<file path="src/rtl/lio_pkg.sv">
// Package: shared constants for the legacy I/O decode block.
// Assumes a 16-bit control word; bit positions below are decoded by
// the window logic and interrupt gating, so they are fixed.
package lio_pkg;

    localparam int CTRL_W   = 16;
    localparam int NWIN     = 4;

    // Window indices, also the claim priority order (lowest wins)
    localparam int WIN_SB   = 0;
    localparam int WIN_FM   = 1;
    localparam int WIN_MPU  = 2;
    localparam int WIN_GP   = 3;

    // Control word bit positions
    localparam int B_SB_EN   = 0;
    localparam int B_FM_EN   = 1;
    localparam int B_GP_EN   = 2;
    localparam int B_MPU_EN  = 3;
    localparam int B_MIRQ_EN = 4;
    localparam int B_ALIAS   = 5;
    localparam int B_RSVD    = 14;
    localparam int B_DEC_DIS = 15;

    localparam logic [CTRL_W-1:0] CTRL_RESET = 16'h907F;
    localparam logic [CTRL_W-1:0] CTRL_WMASK = 16'hBFFF;

endpackage

</file>
<file path="src/rtl/lio_ctrl_reg.sv">
// Module: control word storage with byte-lane writes.
// Assumes the word occupies the low byte lanes of a 32-bit port;
// upper lanes carry no storage. Reserved bits never store a 1.
module lio_ctrl_reg
    import lio_pkg::*;
#(
    parameter int BUS_W = 32
) (
    input  logic                 clk,
    input  logic                 rst_n,
    input  logic                 wr,
    input  logic [BUS_W/8-1:0]   be,
    input  logic [BUS_W-1:0]     wdata,
    output logic [CTRL_W-1:0]    ctrl_o
);

    localparam int LANES = CTRL_W / 8;

    logic unused_upper;
    assign unused_upper = ^{be[BUS_W/8-1:LANES], wdata[BUS_W-1:CTRL_W]};

    genvar g;
    generate
        for (g = 0; g < LANES; g++) begin : g_lane
            // Per-lane storage: load masked write data when lane enabled
            always_ff @(posedge clk) begin
                if (!rst_n)
                    ctrl_o[g*8 +: 8] <= CTRL_RESET[g*8 +: 8];
                else if (wr && be[g])
                    ctrl_o[g*8 +: 8] <= wdata[g*8 +: 8] & CTRL_WMASK[g*8 +: 8];
            end
        end
    endgenerate

endmodule

</file>
<file path="src/rtl/lio_window.sv">
// Module: one address window comparator.
// Computes the offset of the address from the base, optionally wrapped
// to the alias width, and flags a match below SIZE when enabled.
module lio_window #(
    parameter int AW         = 16,
    parameter int ALIAS_BITS = 10,
    parameter int SIZE       = 16
) (
    input  logic [AW-1:0] addr,
    input  logic [AW-1:0] base,
    input  logic          alias_en,
    input  logic          enable,
    output logic          match,
    output logic [AW-1:0] offset
);

    logic [AW-1:0] diff;

    // Offset from base, truncated to the alias width when aliasing
    always_comb begin
        diff = addr - base;
        if (alias_en)
            offset = {{(AW-ALIAS_BITS){1'b0}}, diff[ALIAS_BITS-1:0]};
        else
            offset = diff;
        match = enable && (offset < AW'(SIZE));
    end

endmodule

</file>
<file path="src/rtl/lio_fm_settle.sv">
// Module: FM settle hold-off counter.
// Assumes HOLD_CYCLES >= 1. A 0->1 change of the FM enable loads the
// counter; busy covers the landing cycle and the countdown.
module lio_fm_settle #(
    parameter int HOLD_CYCLES = 3_300_000
) (
    input  logic clk,
    input  logic rst_n,
    input  logic fm_en,
    output logic busy
);

    localparam int CW = $clog2(HOLD_CYCLES + 1);

    logic [CW-1:0] cnt;
    logic          fm_en_q;
    logic          rise;

    assign rise = fm_en && !fm_en_q;
    assign busy = rise || (cnt != '0);

    // Track previous enable; reset value matches the reset control word
    always_ff @(posedge clk) begin
        if (!rst_n) fm_en_q <= 1'b1;
        else        fm_en_q <= fm_en;
    end

    // Countdown: load on rise, clear when disabled, else decrement
    always_ff @(posedge clk) begin
        if (!rst_n)
            cnt <= '0;
        else if (rise)
            cnt <= CW'(HOLD_CYCLES);
        else if (!fm_en)
            cnt <= '0;
        else if (cnt != '0)
            cnt <= cnt - 1'b1;
    end

endmodule

</file>
<file path="src/rtl/lio_mpu_irq.sv">
// Module: MPU401 interrupt request latch.
// Sets on a received byte while gated on, clears on a data read or
// when the gate drops; the output is masked by the gate at once.
module lio_mpu_irq (
    input  logic clk,
    input  logic rst_n,
    input  logic gate,
    input  logic rx,
    input  logic rd,
    output logic irq
);

    logic pend;

    // Pending flag: new byte wins over a simultaneous read
    always_ff @(posedge clk) begin
        if (!rst_n || !gate) pend <= 1'b0;
        else if (rx)         pend <= 1'b1;
        else if (rd)         pend <= 1'b0;
    end

    assign irq = pend && gate;

endmodule

</file>
<file path="src/rtl/legacy_io_decode.sv">
// Module: legacy I/O decode control top.
// Holds the control word, decodes four function windows, routes the
// FM offsets of the Sound Blaster window, prioritises the claim, and
// gates the MPU401 interrupt. Decode outputs are combinational.
module legacy_io_decode
    import lio_pkg::*;
#(
    parameter int AW            = 16,
    parameter int BUS_W         = 32,
    parameter int ALIAS_BITS    = 10,
    parameter int SB_SIZE       = 16,
    parameter int FM_SIZE       = 4,
    parameter int MPU_SIZE      = 2,
    parameter int GP_SIZE       = 1,
    parameter int FM_RT_LO_SIZE = 4,
    parameter int FM_RT_HI_OFS  = 8,
    parameter int FM_RT_HI_SIZE = 2,
    parameter int FM_HOLD_CYCLES = 3_300_000
) (
    input  logic               clk,
    input  logic               rst_n,
    input  logic               cfg_wr,
    input  logic [BUS_W/8-1:0] cfg_be,
    input  logic [BUS_W-1:0]   cfg_wdata,
    output logic [BUS_W-1:0]   cfg_rdata,
    input  logic               io_valid,
    input  logic [AW-1:0]      io_addr,
    input  logic [AW-1:0]      sb_base,
    input  logic [AW-1:0]      fm_base,
    input  logic [AW-1:0]      mpu_base,
    input  logic [AW-1:0]      gp_base,
    output logic               hit_sb,
    output logic               hit_fm,
    output logic               hit_mpu,
    output logic               hit_gp,
    output logic [NWIN-1:0]    claim_sel,
    output logic               fm_busy,
    input  logic               midi_rx,
    input  logic               mpu_data_rd,
    output logic               mpu_irq
);

    localparam int WIN_SIZE [NWIN] = '{SB_SIZE, FM_SIZE, MPU_SIZE, GP_SIZE};

    logic [CTRL_W-1:0] ctrl_q;
    logic              dec_on;
    logic [AW-1:0]     base  [NWIN];
    logic [AW-1:0]     offs  [NWIN];
    logic [NWIN-1:0]   win_en;
    logic [NWIN-1:0]   match;
    logic [NWIN-1:0]   hits;
    logic              fm_route;

    lio_ctrl_reg #(.BUS_W(BUS_W)) u_reg (
        .clk    (clk),
        .rst_n  (rst_n),
        .wr     (cfg_wr),
        .be     (cfg_be),
        .wdata  (cfg_wdata),
        .ctrl_o (ctrl_q)
    );

    assign cfg_rdata = {{(BUS_W-CTRL_W){1'b0}}, ctrl_q};
    assign dec_on    = !ctrl_q[B_DEC_DIS] && io_valid;

    // Gather per-window base and enable in priority order
    always_comb begin
        base[WIN_SB]    = sb_base;
        base[WIN_FM]    = fm_base;
        base[WIN_MPU]   = mpu_base;
        base[WIN_GP]    = gp_base;
        win_en[WIN_SB]  = dec_on && ctrl_q[B_SB_EN];
        win_en[WIN_FM]  = dec_on && ctrl_q[B_FM_EN];
        win_en[WIN_MPU] = dec_on && ctrl_q[B_MPU_EN];
        win_en[WIN_GP]  = dec_on && ctrl_q[B_GP_EN];
    end

    genvar w;
    generate
        for (w = 0; w < NWIN; w++) begin : g_win
            lio_window #(
                .AW         (AW),
                .ALIAS_BITS (ALIAS_BITS),
                .SIZE       (WIN_SIZE[w])
            ) u_win (
                .addr     (io_addr),
                .base     (base[w]),
                .alias_en (ctrl_q[B_ALIAS]),
                .enable   (win_en[w]),
                .match    (match[w]),
                .offset   (offs[w])
            );
        end
    endgenerate

    lio_fm_settle #(.HOLD_CYCLES(FM_HOLD_CYCLES)) u_settle (
        .clk   (clk),
        .rst_n (rst_n),
        .fm_en (ctrl_q[B_FM_EN]),
        .busy  (fm_busy)
    );

    // FM register offsets inside the Sound Blaster window
    always_comb begin
        fm_route = match[WIN_SB] &&
                   ((offs[WIN_SB] < AW'(FM_RT_LO_SIZE)) ||
                    ((offs[WIN_SB] >= AW'(FM_RT_HI_OFS)) &&
                     (offs[WIN_SB] <  AW'(FM_RT_HI_OFS + FM_RT_HI_SIZE))));
    end

    // Final hit vector after routing and settle suppression
    always_comb begin
        hits          = match;
        hits[WIN_SB]  = match[WIN_SB] && !fm_route;
        hits[WIN_FM]  = (match[WIN_FM] || fm_route) && !fm_busy;
    end

    assign hit_sb  = hits[WIN_SB];
    assign hit_fm  = hits[WIN_FM];
    assign hit_mpu = hits[WIN_MPU];
    assign hit_gp  = hits[WIN_GP];

    // Priority claim: lowest index hit wins
    always_comb begin
        claim_sel = '0;
        for (int i = NWIN - 1; i >= 0; i--)
            if (hits[i]) claim_sel = NWIN'(1) << i;
    end

    lio_mpu_irq u_irq (
        .clk   (clk),
        .rst_n (rst_n),
        .gate  (!ctrl_q[B_DEC_DIS] && ctrl_q[B_MPU_EN] && ctrl_q[B_MIRQ_EN]),
        .rx    (midi_rx),
        .rd    (mpu_data_rd),
        .irq   (mpu_irq)
    );

endmodule

</file>
<file path="config.mk">
export PLATFORM = sky130hd
export DESIGN_NAME = legacy_io_decode
export DESIGN_NICKNAME = d
export VERILOG_FILES = /design/src/rtl/lio_pkg.sv /design/src/rtl/lio_ctrl_reg.sv /design/src/rtl/lio_window.sv /design/src/rtl/lio_fm_settle.sv /design/src/rtl/lio_mpu_irq.sv /design/src/rtl/legacy_io_decode.sv
export SDC_FILE = /design/constraint.sdc
export NUM_CORES = 1
export LEC_CHECK = 0
export BUFFER_PORTS_ARGS = -buffer_cell sky130_fd_sc_hd__buf_4
export CORE_MARGIN = 8
export CORE_UTILIZATION = 59
export DETAILED_ROUTE_END_ITERATION = 6
export PLACE_DENSITY = 0.88
export SYNTH_ARGS = -nofsm -noshare
export SYNTH_HDL_FRONTEND = slang
export SYNTH_HIERARCHICAL = 1
export SYNTH_SLANG_ARGS = --single-unit
</file>
<file path="constraint.sdc">
create_clock -name clk -period 8.2 [get_ports clk]
set_input_delay 1.23 -clock clk [delete_from_list [all_inputs] [get_ports clk]]
set_output_delay 1.23 -clock clk [all_outputs]
set_load 0.01 [all_outputs]
</file>
Word-level counts from Yosys, hierarchy flattened
Index checks and enable logic that the tools add are counted.
{ "word_totals": {"register_bits": 39, "word_cells": 66, "output_inout_bits": 42} }
{ "op_classes": {"bitwise_logic": 2, "reduce_logical": 32, "n_mux": 13, "addsub": 5, "n_lt_le_gt_ge": 7, "eq_ne": 1} }
{ "ops": {"columns": ["cell", "n"], "rows": [
  ["$mux 22", 3],
  ["$mux 16", 4],
  ["$sub 16x16->16", 4],
  ["$lt 16x3->1 const B", 2],
  ["$reduce_bool 22->1", 1],
  ["$sub 22x1->22 const B", 1],
  ["$logic_and 1x1->1", 19],
  ["$ge 16x4->1 const B", 1],
  ["$lt 16x1->1 const B", 1],
  ["$lt 16x2->1 const B", 1],
  ["$lt 16x4->1 const B", 1],
  ["$lt 16x5->1 const B", 1],
  ["$mux 4", 4],
  ["$logic_not 1->1", 6],
  ["$logic_or 1x1->1", 4],
  ["$ne 3x1->1 const B", 1],
  ["$reduce_or 3->1", 1],
  ["$mux 1", 2],
  ["$not 1->1", 2],
  ["$reduce_bool 2->1", 1]
]} }

Depth between registers and ports, before layout
{ "logic_depth": {"word_depth": 10, "depth_mapped": 14, "depth_no_buf": 14} }

Modules after synthesis
Netlist, hierarchy kept.
{ "by_module_without_submodules": {"columns": ["mod", "area_each_um2", "instances", "cells_per_inst"], "rows": [
  ["lio_fm_settle", 1131.1, 1, 133],
  ["lio_window at g_win[2].u_win", 1032.2, 1, 149],
  ["lio_window at g_win[1].u_win", 988.4, 1, 145],
  ["lio_window at g_win[0].u_win", 912.1, 1, 135],
  ["lio_window at g_win[3].u_win", 848.3, 1, 127],
  ["lio_ctrl_reg", 704.4, 1, 72],
  ["legacy_io_decode", 325.3, 1, 42],
  ["lio_mpu_irq", 43.8, 1, 4]
]} }

Worst setup path before layout
OpenSTA, ideal clock, no wires.
{ "synth_timing": {"path_type": "in2out", "start": "in io_addr[0]", "end": "out claim_sel[3]", "setup_slack_ns": 3.002, "required_ns": 6.970, "stages": 13, "t_arrival_ns": 3.968, "path_buffers": 0, "cell_sequence": "inv_1 ha_1 fa_1 and2b_1 o22ai_2 xnor2_1 or4_1 nor4_2 o21ai_1 a2111o_1 nor4_2 nand2b_1 a21oi_1"} }
{ "synth_rtl": {"columns": ["item", "line", "rtl"], "rows": [
  ["from (decl)", "legacy_io_decode.sv:27", "input logic [AW-1:0] io_addr,"],
  ["to (decl)", "legacy_io_decode.sv:36", "output logic [NWIN-1:0] claim_sel,"]
]} }

==> flow_summary.json <==
{
  "grtUsageTotal_pct": 23.0,
  "synthCells": 794,
  "clk_pin_slew_worst_paths_ns": 0.07,
  "synthToLayoutAreaGrowth_pct": 17.1,
  "r2r_end": "u_settle/cnt[1]",
  "drc": 0,
  "cts_made_buffers": 5,
  "max_slew_margin_pct": 56.0,
  "drt_pass1_iterations": 5,
  "rsz0062_at_grt": "no",
  "r2r_start": "u_settle/cnt[9]",
  "crit_required_ns": 6.97,
  "min_period_ns": 5.83,
  "cts_tree": "done",
  "design.die.area_sq_mm": 0.0135,
  "multi_input_area_sq_mm": 0.00457,
  "synth.avg_cell_area_sq_um": 7.47,
  "timing.reg2reg.setup_slack_ns": 5.77,
  "hp-start": "u_reg/ctrl_o[13]",
  "finalSetupViolations": 0,
  "cp.arrival_ns": 4.60,
  "critPathSlowestCell": "nor4_1",
  "yosysWarnings": 6,
  "row_count": 36,
  "hold_viol": 0,
  "antenna_left": 0,
  "synth_area_sq_mm": 0.00593,
  "hp-class": "flop to flop",
  "numClockSinks": 39,
  "hold_end": "u_reg/ctrl_o[13]",
  "viasPerCell": 5.81,
  "wirelength_um": 16000,
  "pwr_density_cell_mw_per_mm2": 164,
  "path_class": "primary input to output pin",
  "tightest_slew_ns": 0.655,
  "drt_iter0_drc": 350,
  "path_buf_inv": 5,
  "fp.dieH_um": 116,
  "crit_family": "simple AND/OR/NAND/NOR gates",
  "p_leak_nw": 3.40,
  "seqCellArea_sq_um": 781,
  "layout.cells.non_filler": 1036,
  "ir_worst_vdd_v": 0.000160,
  "grt_max_degree": 41,
  "status": "finished, final reports clean",
  "drv_slew": 0,
  "fin_tns_setup_ns": 0,
  "r2r_cells": 4,
  "die_w_um": 116,
  "max_stage_delay_ns": 0.57,
  "ios": 164,
  "post-cts-setup-buffer-count": 0,
  "fmax_ghz": 0.171,
  "timing.final.crit_share_pct": 71.1,
  "place.gp.congestion": 0.898,
  "root_buffer": "clkbuf_8",
  "num-nets-final": 1091,
  "crit_top_cell": "inv_1",
  "dp_hpwl_um": 12800,
  "grt_remaining_overflow": 0,
  "clock_latency_ns": 0.29,
  "hold_depth": 2,
  "cts_resized": 0,
  "antenna_found_initial": 0,
  "detail_route.wl_per_cell_um": 15.4,
  "nFillCells": 797,
  "cp-end-kind": "output pin",
  "clock_skew_ns": 0.0135,
  "core_sq_mm": 0.00977,
  "crit_fanout": 4,
  "diodes": 0,
  "port_buffers": 127,
  "start_util_pct": 60.7,
  "dpl.cell_count": 1029,
  "cts_buffer_depth": 2,
  "path_cells": "buf_4, inv_1, ha_1, inv_1, fa_1, a21o_1, a221oi_4, xnor2_1, nor3_1, nand4bb_1, or4_1, nor4_1, inv_1, o21ai_1, a21oi_1, buf_4",
  "drive_gt1_share_pct": 21.4,
  "maxCapViolations": 0,
  "p_total_mw": 1.14,
  "grt_pass1_wl_um": 26000,
  "cts_hold_buffers": 0,
  "start_kind": "primary input",
  "grt_pass1_vias": 5712,
  "dr_total_vias": 6017,
  "cp.depth": 16,
  "ctsHtreeMaxLevel": 2
}
-- power by group --
group          switching, mW  internal, mW
logic                  0.392         0.308
registers             0.0497         0.235
clock network         0.0625        0.0892
-- worst max-delay path by stage --
stage / start / end / slack [ns]
3_3_place_gp: io_addr[0] / claim_sel[2] / 2.43
4_1_cts: io_addr[0] / claim_sel[3] / 2.30
6_report: io_addr[0] / claim_sel[3] / 2.37
3_5_place_dp: io_addr[0] / claim_sel[3] / 2.32
2_1_floorplan: io_addr[0] / claim_sel[3] / 3.00
5_1_grt: io_addr[0] / claim_sel[2] / 2.16
-- routing by layer --
layer | share of wire (%) | up-vias | track usage, % | wire (um)
li1 | - | 3030 | - | -
met1 | 42 | 2720 | 26.9 | 6680
met2 | 47 | 232 | 40.1 | 7510
met3 | 8.8 | 35 | 5.84 | 1420
met4 | 2.5 | 0 | 7.35 | 397
met5 | 0 | - | 0 | 0
-- per-stage QoR --
| stage | area (sq um) | worst slack (ns) | hold WS (ns) | utilization, % |
|---|---|---|---|---|
| after floorplan | 5980 | 3.00 | 0.480 | - |
| after CTS | 6940 | 2.30 | 0.470 | 71.0 |
| after detailed placement | 6840 | 2.32 | 0.457 | 70.0 |
| final | 6940 | 2.37 | 0.468 | 71.0 |
| after global routing | 6940 | 2.16 | 0.486 | 71.0 |
| after global placement | 6840 | 2.43 | 0.449 | 70.0 |
-- state kept, by name, summed over array words and instances (netlist names) --
signal	flops
u_settle/cnt	22
u_reg/ctrl_o	15
u_settle/fm_en_q	1
u_irq/pend	1
-- final cells by class --
class,count,area share [%]
flip-flops and latches,39,11.2
clock inverters,1,0.432
well taps,133,2.40
repair buffers,128,13.8
inverters,98,5.30
multi-input cells,631,65.7
clock buffers,6,1.05
-- cells in the final DEF, fill, tap and decap left out, drive strengths merged, types with 6 or more instances in the layout --
master   count
a21o        21
and3         8
o21a        10
o211ai      14
and2        12
nand4       17
nand2       47
or2          8
nand3       33
o21ai       39
nor2b       10
xnor2       29
dfxtp       39
nor2        63
o2111ai      6
a21oi       49
a31oi       10
ha          62
nand2b      10
mux2         8
xor2        25
conb        17
clkbuf       6
a211oi       8
o31a         6
nor3        21
nor4        19
inv         98
buf        128
-- tightest hold or removal path, delay by kind of cell (launching register included) --
family             cells  cell delay, ns
AOI/OAI and AO/OA      1            0.05
DFF                    1            0.31
and+or+nand+nor        1            0.07
No activity file was read; power rests on OpenSTA's default activity.
